==> config.mk <==
export PLATFORM = sky130hd
export DESIGN_NAME = gpio_irq_port
export DESIGN_NICKNAME = d
export VERILOG_FILES = /design/src/rtl/gpio_irq_port.sv
export SDC_FILE = /design/constraint.sdc
export NUM_CORES = 1
export LEC_CHECK = 0
export ABC_CLOCK_PERIOD_IN_PS = 2300
export BUFFER_PORTS_ARGS = -buffer_cell sky130_fd_sc_hd__buf_2
export CORE_MARGIN = 2
export CORE_UTILIZATION = 40
export CTS_CLUSTER_DIAMETER = 50
export DETAILED_ROUTE_END_ITERATION = 6
export PLACE_DENSITY_LB_ADDON = 0.08
export SYNTH_ARGS = -nofsm -noshare
export SYNTH_HDL_FRONTEND = slang
export SYNTH_SLANG_ARGS = --single-unit
export TNS_END_PERCENT = 30
==> constraint.sdc <==
create_clock -name clk -period 2.3 [get_ports clk]
set_input_delay 0.115 -clock clk [delete_from_list [all_inputs] [get_ports clk]]
set_output_delay 0.115 -clock clk [all_outputs]
set_load 0.02 [all_outputs]
==> src/rtl/gpio_irq_port.sv <==
module gpio_irq_port #(
  parameter int NPIN = 32,
  parameter int AW   = 8
) (
  input  logic            clk,
  input  logic            rst_n,
  input  logic            wr_en,
  input  logic            rd_en,
  input  logic [AW-1:0]   addr,
  input  logic [NPIN-1:0] wdata,
  output logic [NPIN-1:0] rdata,
  input  logic [NPIN-1:0] pin_in,
  output logic [NPIN-1:0] pin_out,
  output logic [NPIN-1:0] pin_oe,
  output logic            irq_lo,
  output logic            irq_hi,
  output logic            irq_any
);
  localparam int HALF = NPIN / 2;

  localparam logic [AW-1:0] OFS_OUT  = AW'(8'h00);
  localparam logic [AW-1:0] OFS_DIR  = AW'(8'h04);
  localparam logic [AW-1:0] OFS_PAD  = AW'(8'h08);
  localparam logic [AW-1:0] OFS_TLO  = AW'(8'h0C);
  localparam logic [AW-1:0] OFS_THI  = AW'(8'h10);
  localparam logic [AW-1:0] OFS_MASK = AW'(8'h14);
  localparam logic [AW-1:0] OFS_STAT = AW'(8'h18);
  localparam logic [AW-1:0] OFS_ANY  = AW'(8'h1C);

  logic [NPIN-1:0] out_q, dir_q, tlo_q, thi_q, mask_q, status_q, any_q;
  logic [NPIN-1:0] sync1_q, sync2_q, prev_q;
  logic [NPIN-1:0] evt, clr, pend;

  assign pin_out = out_q;
  assign pin_oe  = dir_q;

  for (genvar n = 0; n < NPIN; n++) begin : g_pin
    localparam int K = n % HALF;
    logic [1:0] code;
    logic       hit;
    if (n < HALF) begin : g_lo
      assign code = tlo_q[2*K+1 -: 2];
    end else begin : g_hi
      assign code = thi_q[2*K+1 -: 2];
    end
    always_comb begin
      if (any_q[n]) hit = sync2_q[n] ^ prev_q[n];
      else begin
        case (code)
          2'b00:   hit = ~sync2_q[n];
          2'b01:   hit = sync2_q[n];
          2'b10:   hit = sync2_q[n] & ~prev_q[n];
          default: hit = ~sync2_q[n] & prev_q[n];
        endcase
      end
    end
    assign evt[n] = hit;
  end

  assign clr = (wr_en && addr == OFS_STAT) ? wdata : '0;

  always_ff @(posedge clk or negedge rst_n) begin
    if (!rst_n) begin
      out_q    <= '0;
      dir_q    <= '0;
      tlo_q    <= '0;
      thi_q    <= '0;
      mask_q   <= '0;
      status_q <= '0;
      any_q    <= '0;
      sync1_q  <= '0;
      sync2_q  <= '0;
      prev_q   <= '0;
    end else begin
      if (wr_en) begin
        case (addr)
          OFS_OUT:  out_q  <= wdata;
          OFS_DIR:  dir_q  <= wdata;
          OFS_TLO:  tlo_q  <= wdata;
          OFS_THI:  thi_q  <= wdata;
          OFS_MASK: mask_q <= wdata;
          OFS_ANY:  any_q  <= wdata;
          default: ;
        endcase
      end
      status_q <= (status_q & ~clr) | evt;
      sync1_q  <= pin_in;
      sync2_q  <= sync1_q;
      prev_q   <= sync2_q;
    end
  end

  always_comb begin
    rdata = '0;
    if (rd_en) begin
      case (addr)
        OFS_OUT:  rdata = out_q;
        OFS_DIR:  rdata = dir_q;
        OFS_PAD:  rdata = sync2_q;
        OFS_TLO:  rdata = tlo_q;
        OFS_THI:  rdata = thi_q;
        OFS_MASK: rdata = mask_q;
        OFS_STAT: rdata = status_q;
        OFS_ANY:  rdata = any_q;
        default:  rdata = '0;
      endcase
    end
  end

  assign pend    = status_q & mask_q;
  assign irq_lo  = |pend[HALF-1:0];
  assign irq_hi  = |pend[NPIN-1:HALF];
  assign irq_any = irq_lo | irq_hi;
endmodule

; ---- Yosys cells after proc, flatten, opt, wreduce, memory -nomap -nowiden
; Cells that the tools add are included.
[totals]
regBits = 320
latchBits = 0
mem_bits_rw = 0
mem_bits_ro = 0
input_bits = 76
out_inout_bits = 99
elab_cells = 355
n_memories = 0
[classes]
add_sub_neg = 0
n_mul = 0
n_div = 0
n_lt_le_gt_ge = 0
eq_ne = 71
n_shift = 0
n_mux = 67
bitwise_logic = 165
n_reduce_logical = 42
[op_table]
columns = operator, count
row1 = $pmux W32 S8, 1
row2 = $pmux W1 S3, 32
row3 = $and A1 B1 Y1, 64
row4 = $and A32 B32 Y32, 2
row5 = $eq A2 B1 Y1 const B, 32
row6 = $eq A2 B2 Y1 const B, 32
row7 = $logic_not A2 Y1, 32
row8 = $mux W32, 2
row9 = $not A1 Y1, 64
row10 = $eq A8 B5 Y1 const B, 4
row11 = $mux W1, 32
row12 = $not A32 Y32, 1
row13 = $or A32 B32 Y32, 1
row14 = $reduce_or A16 Y1, 2
row15 = $xor A1 B1 Y1, 32
row16 = $eq A8 B4 Y1 const B, 2
row17 = $reduce_and A2 Y1, 6
row18 = $eq A8 B3 Y1 const B, 1
row19 = $logic_not A8 Y1, 1
row20 = $logic_and A1 B1 Y1, 1
row21 = $or A1 B1 Y1, 1

; ---- Logic depth before layout (Yosys ltp)
[depth]
word_depth = 6
depth_mapped = 8
depth_no_buf = 6

; ---- Worst setup path before layout
; Ideal clock, no wire load.
[synth_path]
path_type = input -> output
startpoint = input addr[5]
endpoint = output rdata[28]
t_arrival_ns = 1.574
required_ns = 2.185
slack_ns = 0.611
cell_stages = 5
path_buffers = 1
path_cell_list = or3_4 -> nor3_1 -> clkbuf_1 -> a22oi_1 -> o221ai_1
[synth_via]
elab_chain_len = 3
word_cells_on_any_way = 10
classes_between = 7 x eq/ne / 2 x mux / 1 x reduce/logical
[synth_rtl]
columns = item, line
row1 = from (decl), 9  ; input logic [AW-1:0] addr,
row2 = "$eq A8 B5 Y1, or another cell as far along", 96  ; case (addr)
row3 = $pmux W32 S8 (*), 96
row4 = $mux W32 (*), 95  ; if (rd_en) begin
row5 = to (decl), 11  ; output logic [NPIN-1:0] rdata,
; Mark *: on every way between the ends. The rest lies on a longest branch, timed or not.

; ---- Worst setup path in the final report
[layout_path]
startpoint = register thi_q[4]
endpoint = output rdata[4]
[layout_via]
elab_chain_len = 2
[layout_rtl]
columns = item, line
row1 = from (decl), 30  ; logic [NPIN-1:0] out_q, dir_q, tlo_q, thi_q, mask_q, status_q, any_q;
row2 = from (signal assigned), 80  ; OFS_THI: thi_q <= wdata;
row3 = $pmux W32 S8, 96
row4 = $mux W32, 95
; No other way between the ends.

==> results.ini <==
[run_status]
status=finished, final reports clean

[worst_setup_path]
critPathMaxFanout=4
critPathKind=flop to output port
required_ps=2180
r2r_slack_ps=850
cp-end-kind=output port
timing.critical_path.from=thi_q[4]
r2r_start=sync2_q[9]
crit_arrival_ps=2120
startpoint_type=flop
r2r_cells=5
regToRegEndpoint=status_q[9]

[synth]
yosys_warnings=0
yosys.cell_types.count=41
yosys-top-cells-area=dfrtp_1 (51%), mux2_2 (9.6%), mux2_4 (5.7%), ha_1 (5.1%), mux2i_1 (4.0%)
ys_ff_latch=320
yosys.area.top_type=dfrtp_1
synth-edff-count=0
synth_cells=1241
synthArstFlopShare_pct=100
avgSynthCellArea_um2=12.7
synth_top_area_share_pct=50.8
syn-num-nets=1381
ys_seq_area_share_pct=50.8
synthFlopType=dfrtp_1
syn_area_mm2=0.0158

[run]
drv_cap=0

[clocking]
clockRootBuffer=clkbuf_16
clk-insertion-delay-late_ps=570
cts_made_buffers=44
cts_max_path_buffers=3
cts_tree=done
clk_pin_slew_ps=60
htreeDepth=2
cts.sinks=320

[finish]
final_common_cell=dfrtp_1
diodes=0
layout-drive-gt1-share_pct=36.0
fin_util_pct=50.6
synthToLayoutAreaGrowth_pct=24.5
layout.nets=1651
final_cell_mix=dfrtp_1 (319), buf_2 (171), mux2_2 (134), inv_1 (96), dlygate4sd3_1 (66)

[die]
io_pins=175
dieArea_mm2=0.0410
die_y_um=203
die_width_um=203
coreArea_mm2=0.0388
fp-row-count=72
initial_core_util_pct=40.6

[detailed_routing]
dr.pass1.iters=4
route.met2.wl_um=21700
vias=10990
wirelength_um=47300
via_per_inst=5.34
wire_per_inst_um=23.0
ant_nets=0
met3_length_um=1680
m1WireLength_um=22800
route.detailed.drc=0
drtIter0Drc=529
top_layer=met4

[sta]
setup_viol=0
drv_slew=0
rsz0062_at_grt=true
worst_slew_pin_slew_ps=740
timing.final.crit_period_ps=2240
fin_crit_sh_pct=97.2
fin_ws_ps=64.4
fmax_mhz=447
hold_viol=0
slew_headroom_pct=50.5
fin_worst_skew_ps=13.2

[grt]
antenna_found_initial=0
grtUsageTotal_pct=23.6
grt_pass1_wl_um=73000
grt_max_degree=91
overflow=0
grt_pass1_vias=11402

[pwr]
leakagePower_nw=9.37
power_density_mw_per_mm2=743
irDropWorstVdd_v=0.000509

[place]
dp_hpwl_um=32400
port_buffers=174
pre_cts_ws_ps=229
place.gp.congestion=0.807

[worst_hold_path]
min_path_type=input pin to async pin

[worst max-delay path by stage]
stage	end	slack, ps	cells past startpoint
3_3_place_gp	rdata[0]	260	6
4_1_cts	rdata[12]	20	5
2_1_floorplan	rdata[28]	610	5
5_1_grt	irq_any	-2	6
6_report	rdata[4]	60	5
3_5_place_dp	rdata[0]	230	6
[synthesized netlist by cell type (3+ instances only)]
master and number:
dfrtp_1 320, mux2_2 134, inv_1 96, ha_1 64, mux2i_1 63, mux2_4 60
nand2_1 57, nor2_1 54, a22oi_1 40, or2_2 34, a21oi_1 33, a211oi_1 32
a221o_1 32, mux2_1 30, xnor2_1 30, clkbuf_1 27, a221oi_1 20, a22o_1 20
o221ai_1 20, buf_2 13, a31o_2 12, buf_6 11, buf_12 6, buf_1 4
and2_1 3, buf_4 3, nand3_1 3
[power by group]
group	switching [mW]	internal (mW)	leakage (nW)
Combinational	0.746	0.680	4.59
Clock	2.66	4.34	0.734
Sequential	0.284	5.88	4.04
[sequential cells by signal, indices dropped and copies added, names as in the netlist]
| register | cells |
|---|---|
| prev_q | 32 |
| tlo_q | 32 |
| sync2_q | 32 |
| mask_q | 32 |
| thi_q | 32 |
| any_q | 32 |
| pin_oe | 32 |
| sync1_q | 32 |
| pin_out | 32 |
| status_q | 32 |
[metrics by stage]
stage	area, um2	total power [mW]	cells	setup TNS, ps	hold WS, ps
finish	19600	14.6	2059	0	184
floorplan	15800	6.92	1241	0	-181
detailed placement	17400	7.57	1911	0	-37.9
global placement	17400	7.55	1911	0	-36.1
global route	19600	15.2	2059	-1.65	170
CTS	19600	14.8	2059	0	150
[area by class of cell]
cell class	instances	area, um2
Inverter	96	360
Tap cell	518	648
Clock buffer	59	1270
Timing Repair Buffer	288	2090
Clock inverter	17	231
Sequential cell	320	8010
Fill cell	3483	19200
Multi-Input combinational cell	761	7030
[logic make-up after synthesis]
family          share of synthesized area (%)
buf+inv                                  5.13
simple gates                             5.37
mux                                      21.4
compound gates                           10.6
fa+ha+maj                                5.08
xor+xnor                                 1.67
flops                                    50.8
[layer usage]
metal  GRT usage, %  up-vias
li1               -     5032
met1           34.0     5674
met2           37.0      215
met3           3.64       69
met4           6.60        0
met5              0        -
[critical path, cell delays in order, from the launching register on]
cell	delay [ps]
dfrtp_1	480
mux2i_1	180
or2_2	300
a31o_2	230
a21oi_1	170
buf_2	190
[timing repair]
item / in CTS / in global routing
endpoints found under the hold margin: 573 / 0
cloned: 0 / 0
setup buffers: 6 / 0
gates resized for setup: 13 / 1
hold buffers: 66 / 0
pin swaps: 4 / 1
endpoints found under the setup margin: 1 / 2
No activity file was read; power rests on OpenSTA's default activity.
